## src/rtl/xbus_pkg.sv

```systemverilog
package xbus_pkg;
    localparam int WAIT_W = 4;
    localparam int TMR_W  = WAIT_W + 2;

    typedef enum logic [2:0] {
        ST_IDLE,
        ST_ALE,
        ST_SETUP,
        ST_DELAY,
        ST_STROBE,
        ST_RECOVER,
        ST_DONE
    } seq_state_t;

    typedef struct packed {
        logic              write;
        logic              bhe;
        logic [WAIT_W-1:0] wait_inv;
        logic              ale_ext;
        logic              rw_delay;
        logic              recovery;
        logic              ready_en;
        logic              ready_async;
    } acc_cfg_t;
endpackage

```

## src/rtl/xbus_ready_sync.sv

```systemverilog
module xbus_ready_sync #(
    parameter int STAGES = 2
) (
    input  logic clk,
    input  logic rst_n,
    input  logic ready_n,
    input  logic async_sel,
    output logic not_ready
);
    logic [STAGES-1:0] chain;

    generate
        for (genvar i = 0; i < STAGES; i++) begin : g_stage
            if (i == 0) begin : g_first
                always_ff @(posedge clk or negedge rst_n) begin
                    if (!rst_n) chain[0] <= 1'b1;
                    else        chain[0] <= ready_n;
                end
            end else begin : g_next
                always_ff @(posedge clk or negedge rst_n) begin
                    if (!rst_n) chain[i] <= 1'b1;
                    else        chain[i] <= chain[i-1];
                end
            end
        end
    endgenerate

    assign not_ready = async_sel ? chain[STAGES-1] : ready_n;
endmodule

```

## src/rtl/xbus_phase_timer.sv

```systemverilog
module xbus_phase_timer #(
    parameter int W = 6
) (
    input  logic         clk,
    input  logic         rst_n,
    input  logic         load,
    input  logic [W-1:0] load_val,
    output logic         expired
);
    logic [W-1:0] cnt;

    always_ff @(posedge clk or negedge rst_n) begin
        if (!rst_n)          cnt <= '0;
        else if (load)       cnt <= load_val;
        else if (cnt != '0)  cnt <= cnt - 1'b1;
    end

    assign expired = (cnt == '0);
endmodule

```

## src/rtl/xbus_cycle_seq.sv

```systemverilog
module xbus_cycle_seq
    import xbus_pkg::*;
#(
    parameter int BUS_W = 16
) (
    input  logic             clk,
    input  logic             rst_n,
    input  logic             req_valid,
    input  logic             req_write,
    input  logic [BUS_W-1:0] req_addr,
    input  logic             req_bhe,
    input  logic [BUS_W-1:0] req_wdata,
    input  logic [3:0]       req_wait_inv,
    input  logic             req_ale_ext,
    input  logic             req_rw_delay,
    input  logic             req_recovery,
    input  logic             req_ready_en,
    input  logic             req_ready_async,
    output logic             req_ack,
    output logic [BUS_W-1:0] rsp_rdata,
    output logic [BUS_W-1:0] bus_ad_out,
    output logic             bus_ad_oe,
    input  logic [BUS_W-1:0] bus_ad_in,
    output logic             bus_ale,
    output logic             bus_rd_n,
    output logic             bus_wr_n,
    output logic             bus_bhe_n,
    input  logic             bus_ready_n
);
    seq_state_t        state, state_nx;
    acc_cfg_t          cfg;
    logic [BUS_W-1:0]  addr_q, wdata_q, rdata_q;
    logic              tmr_load, tmr_zero, not_ready;
    logic [TMR_W-1:0]  tmr_val;
    logic              accept, capture;

    xbus_ready_sync #(.STAGES(2)) u_rdy (
        .clk       (clk),
        .rst_n     (rst_n),
        .ready_n   (bus_ready_n),
        .async_sel (cfg.ready_async),
        .not_ready (not_ready)
    );

    xbus_phase_timer #(.W(TMR_W)) u_tmr (
        .clk      (clk),
        .rst_n    (rst_n),
        .load     (tmr_load),
        .load_val (tmr_val),
        .expired  (tmr_zero)
    );

    // next state and timer loads
    always_comb begin
        state_nx = state;
        tmr_load = 1'b0;
        tmr_val  = '0;
        accept   = 1'b0;
        capture  = 1'b0;
        unique case (state)
            ST_IDLE: begin
                if (req_valid) begin
                    accept   = 1'b1;
                    tmr_load = 1'b1;
                    tmr_val  = TMR_W'(req_ale_ext);
                    state_nx = ST_ALE;
                end
            end
            ST_ALE: begin
                if (tmr_zero) state_nx = ST_SETUP;
            end
            ST_SETUP: begin
                if (cfg.rw_delay) begin
                    state_nx = ST_DELAY;
                end else begin
                    tmr_load = 1'b1;
                    tmr_val  = TMR_W'({~cfg.wait_inv, 1'b1});
                    state_nx = ST_STROBE;
                end
            end
            ST_DELAY: begin
                tmr_load = 1'b1;
                tmr_val  = TMR_W'({~cfg.wait_inv, 1'b1});
                state_nx = ST_STROBE;
            end
            ST_STROBE: begin
                if (tmr_zero) begin
                    if (cfg.ready_en && not_ready) begin
                        tmr_load = 1'b1;
                        tmr_val  = TMR_W'(1);
                    end else begin
                        capture = ~cfg.write;
                        if (cfg.recovery) begin
                            tmr_load = 1'b1;
                            tmr_val  = TMR_W'(1);
                            state_nx = ST_RECOVER;
                        end else begin
                            state_nx = ST_DONE;
                        end
                    end
                end
            end
            ST_RECOVER: begin
                if (tmr_zero) state_nx = ST_DONE;
            end
            ST_DONE: state_nx = ST_IDLE;
            default: state_nx = ST_IDLE;
        endcase
    end

    // state register and request latches
    always_ff @(posedge clk or negedge rst_n) begin
        if (!rst_n) begin
            state   <= ST_IDLE;
            cfg     <= '0;
            addr_q  <= '0;
            wdata_q <= '0;
            rdata_q <= '0;
        end else begin
            state <= state_nx;
            if (accept) begin
                cfg.write       <= req_write;
                cfg.bhe         <= req_bhe;
                cfg.wait_inv    <= req_wait_inv;
                cfg.ale_ext     <= req_ale_ext;
                cfg.rw_delay    <= req_rw_delay;
                cfg.recovery    <= req_recovery;
                cfg.ready_en    <= req_ready_en;
                cfg.ready_async <= req_ready_async;
                addr_q          <= req_addr;
                wdata_q         <= req_wdata;
            end
            if (capture) rdata_q <= bus_ad_in;
        end
    end

    // outputs
    always_comb begin
        bus_ale    = 1'b0;
        bus_ad_oe  = 1'b0;
        bus_ad_out = '0;
        bus_rd_n   = 1'b1;
        bus_wr_n   = 1'b1;
        bus_bhe_n  = 1'b1;
        req_ack    = 1'b0;
        unique case (state)
            ST_IDLE, ST_RECOVER: ;
            ST_ALE: begin
                bus_ale    = 1'b1;
                bus_ad_oe  = 1'b1;
                bus_ad_out = addr_q;
                bus_bhe_n  = ~cfg.bhe;
            end
            ST_SETUP, ST_DELAY: begin
                bus_ad_oe  = cfg.write;
                bus_ad_out = cfg.write ? wdata_q : '0;
                bus_bhe_n  = ~cfg.bhe;
            end
            ST_STROBE: begin
                bus_ad_oe  = cfg.write;
                bus_ad_out = cfg.write ? wdata_q : '0;
                bus_bhe_n  = ~cfg.bhe;
                bus_rd_n   = cfg.write;
                bus_wr_n   = ~cfg.write;
            end
            ST_DONE: req_ack = 1'b1;
            default: ;
        endcase
    end

    assign rsp_rdata = rdata_q;
endmodule

```

## config.mk

```make
export PLATFORM = sky130hd
export DESIGN_NAME = xbus_cycle_seq
export DESIGN_NICKNAME = d
export VERILOG_FILES = /design/src/rtl/xbus_pkg.sv /design/src/rtl/xbus_ready_sync.sv /design/src/rtl/xbus_phase_timer.sv /design/src/rtl/xbus_cycle_seq.sv
export SDC_FILE = /design/constraint.sdc
export NUM_CORES = 1
export LEC_CHECK = 0
export ABC_CLOCK_PERIOD_IN_PS = 4700
export BUFFER_PORTS_ARGS = -buffer_cell sky130_fd_sc_hd__buf_4
export CORE_ASPECT_RATIO = 0.9
export CORE_MARGIN = 10
export CORE_UTILIZATION = 30
export CTS_CLUSTER_DIAMETER = 120
export CTS_CLUSTER_SIZE = 24
export DETAILED_ROUTE_END_ITERATION = 8
export PLACE_DENSITY_LB_ADDON = 0.2
export SYNTH_ARGS = -nofsm -noshare
export SYNTH_HDL_FRONTEND = slang
export SYNTH_HIERARCHICAL = 1
export SYNTH_SLANG_ARGS = --single-unit
export TNS_END_PERCENT = 5
```

## constraint.sdc

```tcl
create_clock -name clk -period 4.7 [get_ports clk]
set_input_delay 0.235 -clock clk [delete_from_list [all_inputs] [get_ports clk]]
set_output_delay 0.235 -clock clk [all_outputs]
set_load 0.03 [all_outputs]
```

Word level (Yosys, flattened, before mapping)
Cells that the tools add are included.
Widths: inputs -> output; s select.
Cells by class
  add/subtract/negate cells: 1
  equal/unequal tests: 11
  multiplexer cells: 35
  bitwise operators: 3
  reductions and logical operators: 8
Operator list (number)
  $pmux 16 s2: 1
  $pmux 5 s4: 1
  $mux 1: 19
  $mux 3: 6
  $pmux 3 s6: 1
  $mux 16: 1
  $mux 6: 2
  $ne 2x2->1 const B: 5
  $eq 3x3->1 const B: 3
  $eq 3x2->1 const B: 2
  $logic_not 6->1: 1
  $reduce_bool 6->1: 1
  $sub 6x1->6 const B: 1
  $mux 5: 1
  $reduce_and 5->1: 1
  $not 4->4: 1
  $pmux 1 s4: 1
  $reduce_or 4->1: 1
  $eq 3x1->1 const B: 1
  $logic_not 3->1: 1
  $reduce_or 3->1: 1
  $mux 2: 1
  $not 1->1: 2
  $pmux 1 s2: 1
  other kinds (2): 2
Word-level totals
  register bits: 69
  input port bits: 63
  output and inout bits: 38
  word-level logic and storage cells: 72

Depth between registers and ports, before layout
Gate-level depths: netlist of the first run.
  depth in word-level cells: 6
  depth in mapped cells: 9

By module
Netlist of the first run, hierarchy kept.
Modules (own cells, without submodules)
  xbus_cycle_seq: times used 1, cells each 189, area an instance 2731.4 um2
  xbus_phase_timer: times used 1, cells each 40, area an instance 400.4 um2
  xbus_ready_sync: times used 1, cells each 3, area an instance 67.6 um2

Worst setup path before layout of the first run
No wires, ideal clock.
  path kind: flip-flop to flip-flop
  start point: reg u_tmr.cnt[4]
  end point: reg u_tmr.cnt[0]
  library setup time: 149 ps
  arrival: 1868 ps
  setup slack: 2682 ps
  stages on the path, launching flop included: 8
  path buffers: 2
  clock period less this slack: 2018 ps
  cells stage by stage: dfrtp_1 -> nor4_2 -> and2_4 -> buf_6 -> nand2_1 -> o211ai_1 -> clkbuf_1 -> a221oi_1
Between the ends
  longest elaborated chain between the ends: 4
  elaborated cells between the ends (all ways): 8
  classes of those cells: 5 x mux; 3 x reduce/logical
RTL lines
  from (decl): RTL line xbus_phase_timer.sv:10  | logic [W-1:0] cnt;
  from (signal assigned): RTL line xbus_phase_timer.sv:14  | else if (load) cnt <= load_val;
  from (signal assigned): RTL line xbus_phase_timer.sv:15  | else if (cnt != '0) cnt <= cnt - 1'b1;
  $logic_not 6->1 (*): RTL line xbus_phase_timer.sv:18  | assign expired = (cnt == '0);
  named net tmr_zero: RTL line xbus_cycle_seq.sv:33  | logic tmr_load, tmr_zero, not_ready;
  $mux 1 (*): RTL line xbus_cycle_seq.sv:87  | if (tmr_zero) begin
  $pmux 1 s4 (*): RTL line xbus_cycle_seq.sv:60  | unique case (state)
  named net tmr_load: RTL line xbus_cycle_seq.sv:33
  $mux 6 or $reduce_bool 2->1 (tied branches)
Mark *: on every way through the listed nets, which the timed path passes. The rest lies on a longest branch.
A chain may end at the register's enable or synchronous reset.

Worst setup path after layout of the first run
  start point: reg state[2]
  end point: out bus_ad_out[11]
Between the ends
  longest elaborated chain between the ends: 3
  elaborated cells between the ends (all ways): 6
  classes of those cells: 4 x eq/ne; 1 x mux; 1 x reduce/logical
RTL lines
  from (decl): RTL line xbus_cycle_seq.sv:30  | seq_state_t state, state_nx;
  from (signal assigned): RTL line xbus_cycle_seq.sv:120  | state <= state_nx;
  $eq 3x3->1 or $eq 3x2->1 (tied branches): RTL line xbus_cycle_seq.sv:146  | unique case (state)
  $reduce_or 3->1 (no source line)
  $pmux 16 s2 (*): RTL line xbus_cycle_seq.sv:146
  to (decl): RTL line xbus_cycle_seq.sv:21  | output logic [BUS_W-1:0] bus_ad_out,
Every way passes the cells marked *; elsewhere a longest branch is shown, timed or not.

==> impl_results.md, run 1 <==
* Run status: finished, final reports clean
* Sequential element share of the synthesized area at around 54%
* Worst slack at placement at 2160 ps
* H-tree level count at 3
* Starting density of the core at 31.0%
* Unrepaired setup endpoints after global routing: false
* FMAX at 0.386 GHz
* Total DRC errors in the routed layout at 0
* Kind of capture point of the worst setup path: output pin
* CTS Root Cell: sky130_fd_sc_hd__clkbuf_16
* Proportion of layout cells with a drive suffix above 1 at 55.5%
* Die outline area at 15200 sq um
* Routed vias/inst at 4.67
* Count of yosys warnings during synthesis at 6
* Post-synth top area cell: sky130_fd_sc_hd__dfrtp_1
* Initial DRC Count at approximately 110
* Final Slew Violations at 0
* Layout Nets at 397
* Largest net degree at the start of global routing at 70
* Flip-flop cell with the highest count after synthesis: sky130_fd_sc_hd__dfrtp_1
* Total global routing overflow at 0
* Number of buffers created by CTS at 9
* Top cell types by occurrence after synthesis: sky130_fd_sc_hd__dfrtp_1 (67), sky130_fd_sc_hd__mux2_2 (47), sky130_fd_sc_hd__a22o_1 (16), sky130_fd_sc_hd__mux2_4 (11), sky130_fd_sc_hd__nor2_1 (11)
* Clock period minus worst slack at 2590 ps
* Die boundary width at between 100 and 150 um
* Cell-internal power at 1.96 mW
* Via Count at 2169
* Hold WC Path Type: primary input to register
* Clock transition at path regs at ~50 ps
* Layout overhead on the synthesized area at 34.8%
* # port buffers at 100
* Top cells by area in the synthesized netlist: sky130_fd_sc_hd__dfrtp_1 (52%), sky130_fd_sc_hd__mux2_2 (17%), sky130_fd_sc_hd__mux2_4 (5.2%)
* Pwr per Cell Area at a little over 700 nW/um^2
* Unique masters post-synth at 43
* Routed WL at 7930 um
* Number of max-cap violations at 0
* Setup crit start kind: register
* Post-cts gate resize count at 0
* Final TNS setup at 0 ps
* Top Ports at 101
* Number of synthesized flops with an enable pin at 0
* Logic gate share of total power at 44.2%
* Actual slew at the worst max-slew pin at 1020 ps
* Number of routed nets with antenna violations at 0
* Number of cells traversed by the worst register-to-register path at 7
* Core Region at 10300 sq um
* Cell area after synthesis at 3200 sq um
* Most frequent cell after synthesis: sky130_fd_sc_hd__dfrtp_1
* Vertical die dimension at approximately 120 um
* Switching Share at 36.8%
* DR pass1 iterations at 5
* Post-route clock period utilization at a little under three fifths
* Clk buf depth at 2
* Mean Syn Cell Area at 13.8 sq um
* Share of the synthesized area in the top cell type at 52.4%
* #FFs+latches synth at slightly below 70
* Slack of the critical path at 2110 ps
* Number of hold violations in the final report at 0
* Maximum fanout along the worst path at 17
* Global-route usage over all layers at approximately 11%
* Post-Synthesis Net Count at 297
* Cell count after synthesis at 232
* DPL Wire Length at 5610 um
* Clock latency reported for the late side of the worst-skew pair at 320 ps
* Setup repair bufs after CTS at 0
* Layout filler cell count at 1000
* Worst Path Class, Setup: register to output pin
* Hold-critical path depth at 1
* Rel. slew slack at a little under a third
* Worst EP required at 4470 ps
* Antenna violations before repair at 0
* Final setup violation count at 0
* Power share of the clock group at 22.5%
* Net Switching at 1.14 mW
* Wire length per cell after detailed routing at 17.1 um
* Number of hold buffers added after cts at 0
* Maximum vdd drop at ~0.34 mV
* Final setup skew at 5.78 ps
* Routability congestion estimate at a little under 0.8
* Leakage component of the power at 2.01 nW
* Share of async-settable or async-resettable flops after synthesis at 100%
* Wire length of the first global-routing pass at between 10000 and 15000 um
* CTS Sinks at ~70
* Ant diodes at 0
* Sequential share of power at 33.3%
* Arrival time reported for the critical path endpoint at 2360 ps
* Via count of the first global-routing pass at 2426
* Site row count at 35
* TritonCTS clock tree: built
[state kept, by name, indices dropped and copies added, names as in the netlist]
name,flops
addr_q,16
u_tmr/cnt,6
rsp_rdata,16
u_rdy/chain,2
state,3
cfg,10
wdata_q,16
[final cells by class]
cell class                      instances  area [sq um]  share of cell area (%)
Inverter                                7          26.3                   0.609
Multi-Input combinational cell        143          1330                    30.8
Clock inverter                          4          75.1                    1.74
Sequential cell                        69          1730                    40.1
Clock buffer                           10           229                    5.31
Timing Repair Buffer                  102           766                    17.7
Tap cell                              129           161                    3.74
[kinds of logic (layout without fill, tap and decap cells)]
logic type	Yosys count	count (layout)	share of synthesized area (%)
AO/OA/AOI/OAI	40	40	9.66
XOR/XNOR	3	3	0.821
adder cells (fa/ha/maj)	2	2	0.782
buffers and inverters	20	123	4.73
flip-flops	69	69	54.0
multiplexers	59	59	22.0
other	1	1	0.117
AND/OR/NAND/NOR	38	38	7.82
[cells in the final DEF, fill, tap and decap left out, types with 3 or more instances in the layout]
cell type,n
sky130_fd_sc_hd__nand2_1,8
sky130_fd_sc_hd__o31ai_1,3
sky130_fd_sc_hd__dfrtp_1,67
sky130_fd_sc_hd__mux2_2,47
sky130_fd_sc_hd__buf_4,102
sky130_fd_sc_hd__inv_1,7
sky130_fd_sc_hd__xnor2_1,3
sky130_fd_sc_hd__nor3b_1,3
sky130_fd_sc_hd__clkbuf_16,9
sky130_fd_sc_hd__a21oi_1,6
sky130_fd_sc_hd__nor2_1,11
sky130_fd_sc_hd__nor2b_1,3
sky130_fd_sc_hd__o21ai_0,5
sky130_fd_sc_hd__a22o_1,16
sky130_fd_sc_hd__mux2_4,11
[worst max-delay path, stage by stage, from the launching register on]
cell,delay [ps]
sky130_fd_sc_hd__dfrtp_1,540
sky130_fd_sc_hd__nor3b_4,410
sky130_fd_sc_hd__o21a_1,660
sky130_fd_sc_hd__a22o_1,260
sky130_fd_sc_hd__buf_4,170
[layer usage]
metal	vias to the layer above	routed length (um)	share of wire, %	GRT usage, %
li1	1034	-	-	-
met1	1073	3280	41	12.2
met2	53	4090	52	17.9
met3	9	418	5.3	4.01
met4	0	141	1.8	4.33
met5	-	0	0	0
[path summary, 6_finish.rpt]
kind                       slack, ps      startpoint             end
hold reg to reg                  360  u_rdy/chain[0]  u_rdy/chain[1]
min in group asynchronous         40           rst_n    rsp_rdata[0]
setup reg to reg                2150    u_tmr/cnt[4]    u_tmr/cnt[1]
setup / recovery                2110        state[2]  bus_ad_out[11]
hold / removal                    30     bus_ready_n  u_rdy/chain[0]
max in group asynchronous       4100           rst_n      addr_q[12]
[power by group through the flow]
stage / Sequential [mW] / Clock (mW) / Combinational (mW)
final: 1.03 / 0.697 / 1.37
after floorplan: 1.03 / 0 / 0.989
after detailed placement: 1.04 / 0 / 1.39
after CTS: 1.03 / 0.724 / 1.40
after global placement: 1.03 / 0 / 1.38
after global routing: 1.07 / 0.745 / 1.48
[stage by stage]
step	power, mW	utilization (%)	hold slack, ps	cells	area (sq um)
6_report	3.10	41.7	30.0	464	4310
3_3_place_gp	2.41	38.8	347	450	4010
4_1_cts	3.15	41.7	14.4	464	4310
5_1_grt	3.30	41.7	13.7	464	4310
2_1_floorplan	2.02	-	-60.6	232	3200
3_5_place_dp	2.43	38.8	352	450	4010
(Power assumes the default switching activity.)
==> run 2: changes to the inputs <==
- ABC_CLOCK_PERIOD_IN_PS: 4700 -> 2700
- clock period: 4.7 -> 2.7 ns (I/O delays scaled with it)
==> impl_results.md, run 2 (synthesis gave the netlist of run 1 again) <==
* TritonCTS clock tree: built (unchanged)
* Top Ports at 101 (unchanged)
* Core Region at 10300 sq um (unchanged)
* Leakage component of the power at 2.05 nW (was 2.01 nW)
* Amount of wire on met2 after detailed routing at 4200 um (was 4090 um)
* Cell-internal power at 3.48 mW (was 1.96 mW)
* Initial DRC Count at 129 (was 109)
* Largest net degree at the start of global routing at 70 (unchanged)
* Met1 Routed Length at 3220 um (was 3280 um)
* Number of hold violations in the final report at 0 (unchanged)
* Kind of capture point of the worst setup path: output pin (unchanged)
* Unrepaired setup endpoints after global routing: false (unchanged)
* Vertical die dimension at 118 um (unchanged)
* Run status: finished, final reports clean (unchanged)
* Worst Path Class, Setup: register to output pin (unchanged)
* Site row count at 35 (unchanged)
* Post-route clock period utilization at 81.1%
* Maximum vdd drop at 0.591 mV (was 0.339 mV)
* Critical path's most frequent cell: sky130_fd_sc_hd__buf_4
* Total global routing overflow at 0 (unchanged)
* Layout filler cell count at 1010 (was 1000)
* Sequential share of power at 32.5% (was 33.3%)
* Clock latency reported for the late side of the worst-skew pair at 330 ps (was 320 ps)
* Starting density of the core at 31.0% (unchanged)
* Worst slack at placement at 650 ps (was 2160 ps)
* Clk buf depth at 2 (unchanged)
* Worst EP required at 2570 ps (was 4470 ps)
* Wire length of the first global-routing pass at 13000 um (was 13200 um)
* Series of cell instances along the critical path: nor3b_4 -> o21a_1 -> buf_4 -> a22o_1 -> buf_4 (was nor3b_4 -> o21a_1 -> a22o_1 -> buf_4)
* Actual slew at the worst max-slew pin at 891 ps (was 1020 ps)
* Metal3 WL at 427 um (was 418 um)
* Most common library cell in the layout ignoring fill and taps: sky130_fd_sc_hd__buf_4 (unchanged)
* Hold WC Path Type: primary input to register (unchanged)
* Setup crit start kind: register (unchanged)
* Routed WL at 7980 um (was 7930 um)
* Via count of the first global-routing pass at 2465 (was 2426)
* Antenna violations before repair at 0 (unchanged)
* Total DRC errors in the routed layout at 0 (unchanged)
* CTS Sinks at 69 (unchanged)
* Logic gate share of total power at 43.9% (was 44.2%)
* Layout Nets at 401 (was 397)
* Die boundary width at 129 um (unchanged)
* Wire length per cell after detailed routing at 17.0 um (was 17.1 um)
* Net Switching at 2.04 mW (was 1.14 mW)
* CTS Root Cell: sky130_fd_sc_hd__clkbuf_16 (unchanged)
* Number of buffers created by CTS at 9 (unchanged)
* Switching Share at 36.9% (was 36.8%)
* Number of hold buffers added after cts at 2 (was 0)
* Commonest cells after routing, fill and taps aside: sky130_fd_sc_hd__buf_4 (103), sky130_fd_sc_hd__dfrtp_1 (67), sky130_fd_sc_hd__mux2_2 (47), sky130_fd_sc_hd__a22o_1 (16) (was sky130_fd_sc_hd__buf_4 (102), sky130_fd_sc_hd__dfrtp_1 (67), sky130_fd_sc_hd__mux2_2 (47), sky130_fd_sc_hd__a22o_1 (16))
* Proportion of layout cells with a drive suffix above 1 at 56.0% (was 55.5%)
* Final setup violation count at 0 (unchanged)
* Pwr per Cell Area at 1260 nW/um^2 (was 718 nW/um^2)
* Via Count at 2170 (was 2169)
* Ant diodes at 0 (unchanged)
* # port buffers at 100 (unchanged)
* DPL Wire Length at 5680 um (was 5610 um)
* Setup repair bufs after CTS at 0 (unchanged)
* Routed vias/inst at 4.62 (was 4.67)
* Final setup skew at 9.07 ps (was 5.78 ps)
* Final TNS setup at 0 ps (unchanged)
* Longest individual stage delay on the worst path at 540 ps (was 660 ps)
* Layout overhead on the synthesized area at 37.2% (was 34.8%)
* Clock transition at path regs at 60 ps (was 50 ps)
* Highest routed metal layer: met4 (unchanged)
* Number of routed nets with antenna violations at 0 (unchanged)
* Number of max-cap violations at 0 (unchanged)
* Global-route usage over all layers at 10.8% (about the same)
* H-tree level count at 3 (unchanged)
* Arrival time reported for the critical path endpoint at 2050 ps (was 2360 ps)
* Power share of the clock group at 23.5% (was 22.5%)
* Post-cts gate resize count at 0 (unchanged)
* Slowest cell on the critical path: sky130_fd_sc_hd__dfrtp_1 (was sky130_fd_sc_hd__o21a_1)
* FMAX at around 0.46 GHz
* Die outline area at 15200 sq um (unchanged)
* Routability congestion estimate at 0.841 (was 0.796)
* Final total power at 5.52 mW (was 3.10 mW)
* Maximum fanout along the worst path at 17 (unchanged)
* Slack of the critical path at 511 ps (was 2110 ps)
* Clock period minus worst slack at 2190 ps
* DR pass1 iterations at 4 (was 5)
* Final Slew Violations at 0 (unchanged)
* Rel. slew slack at 40.6% (was 31.7%)
[run 2: cell types whose count changed in the layout (fill, tap and decap cells not counted)]
cell,delta
sky130_fd_sc_hd__dlygate4sd3_1,+2
sky130_fd_sc_hd__inv_6,+2
sky130_fd_sc_hd__buf_12,+1
sky130_fd_sc_hd__buf_4,+1
sky130_fd_sc_hd__clkbuf_1,-1
sky130_fd_sc_hd__clkbuf_8,+1
sky130_fd_sc_hd__clkinv_4,+1
sky130_fd_sc_hd__clkinvlp_4,-1
[run 2: power by group through the flow]
stage          clock [mW]  sequential (mW)  combinational, mW
2_1_floorplan           0             1.80               1.72
3_3_place_gp            0             1.80               2.44
3_5_place_dp            0             1.81               2.46
4_1_cts              1.34             1.80               2.47
5_1_grt              1.39             1.86               2.62
6_report             1.30             1.80               2.43
[run 2: path summary, 6_finish.rpt]
kind                       slack (ps)              to  cells past startpoint           start
setup / recovery                  510   bus_ad_out[6]                      5        state[2]
hold / removal                     20          cfg[3]                      3    req_rw_delay
hold reg to reg                   350  u_rdy/chain[1]                      0  u_rdy/chain[0]
min in group asynchronous         480    rsp_rdata[0]                      2           rst_n
setup reg to reg                  620    u_tmr/cnt[1]                      8    u_tmr/cnt[4]
max in group asynchronous        1640      wdata_q[2]                      2           rst_n
[run 2: metrics by stage]
stage	hold slack [ps]	instances	area (sq um)	util, %
final	18.9	470	4390	42.5
after global routing	15.4	470	4390	42.5
after floorplan	-161	232	3200	-
after global placement	255	452	4040	39.1
after detailed placement	258	452	4040	39.1
after CTS	4.25	470	4390	42.5
[run 2: worst max-delay path: cells and delay by family, from the launching register on]
kind | cells | cell delay, ps
buffers and inverters | 2 | 410
and+or+nand+nor | 1 | 430
DFF | 1 | 540
AOI/OAI and AO/OA | 2 | 340
[run 2: layer usage]
metal / vias up / track usage [%]
li1: 1039 / -
met1: 1075 / 11.8
met2: 47 / 18.5
met3: 9 / 3.87
met4: 0 / 4.47
met5: - / 0
[run 2: final cells by class]
cell class	count	area [sq um]	share of cell area (%)
multi-input combinational	143	1330	30.2
clock buffer	10	239	5.44
inverter	7	26.3	0.598
sequential	69	1730	39.4
tap	129	161	3.68
clock inverter	6	93.8	2.14
timing repair buffer	106	813	18.5
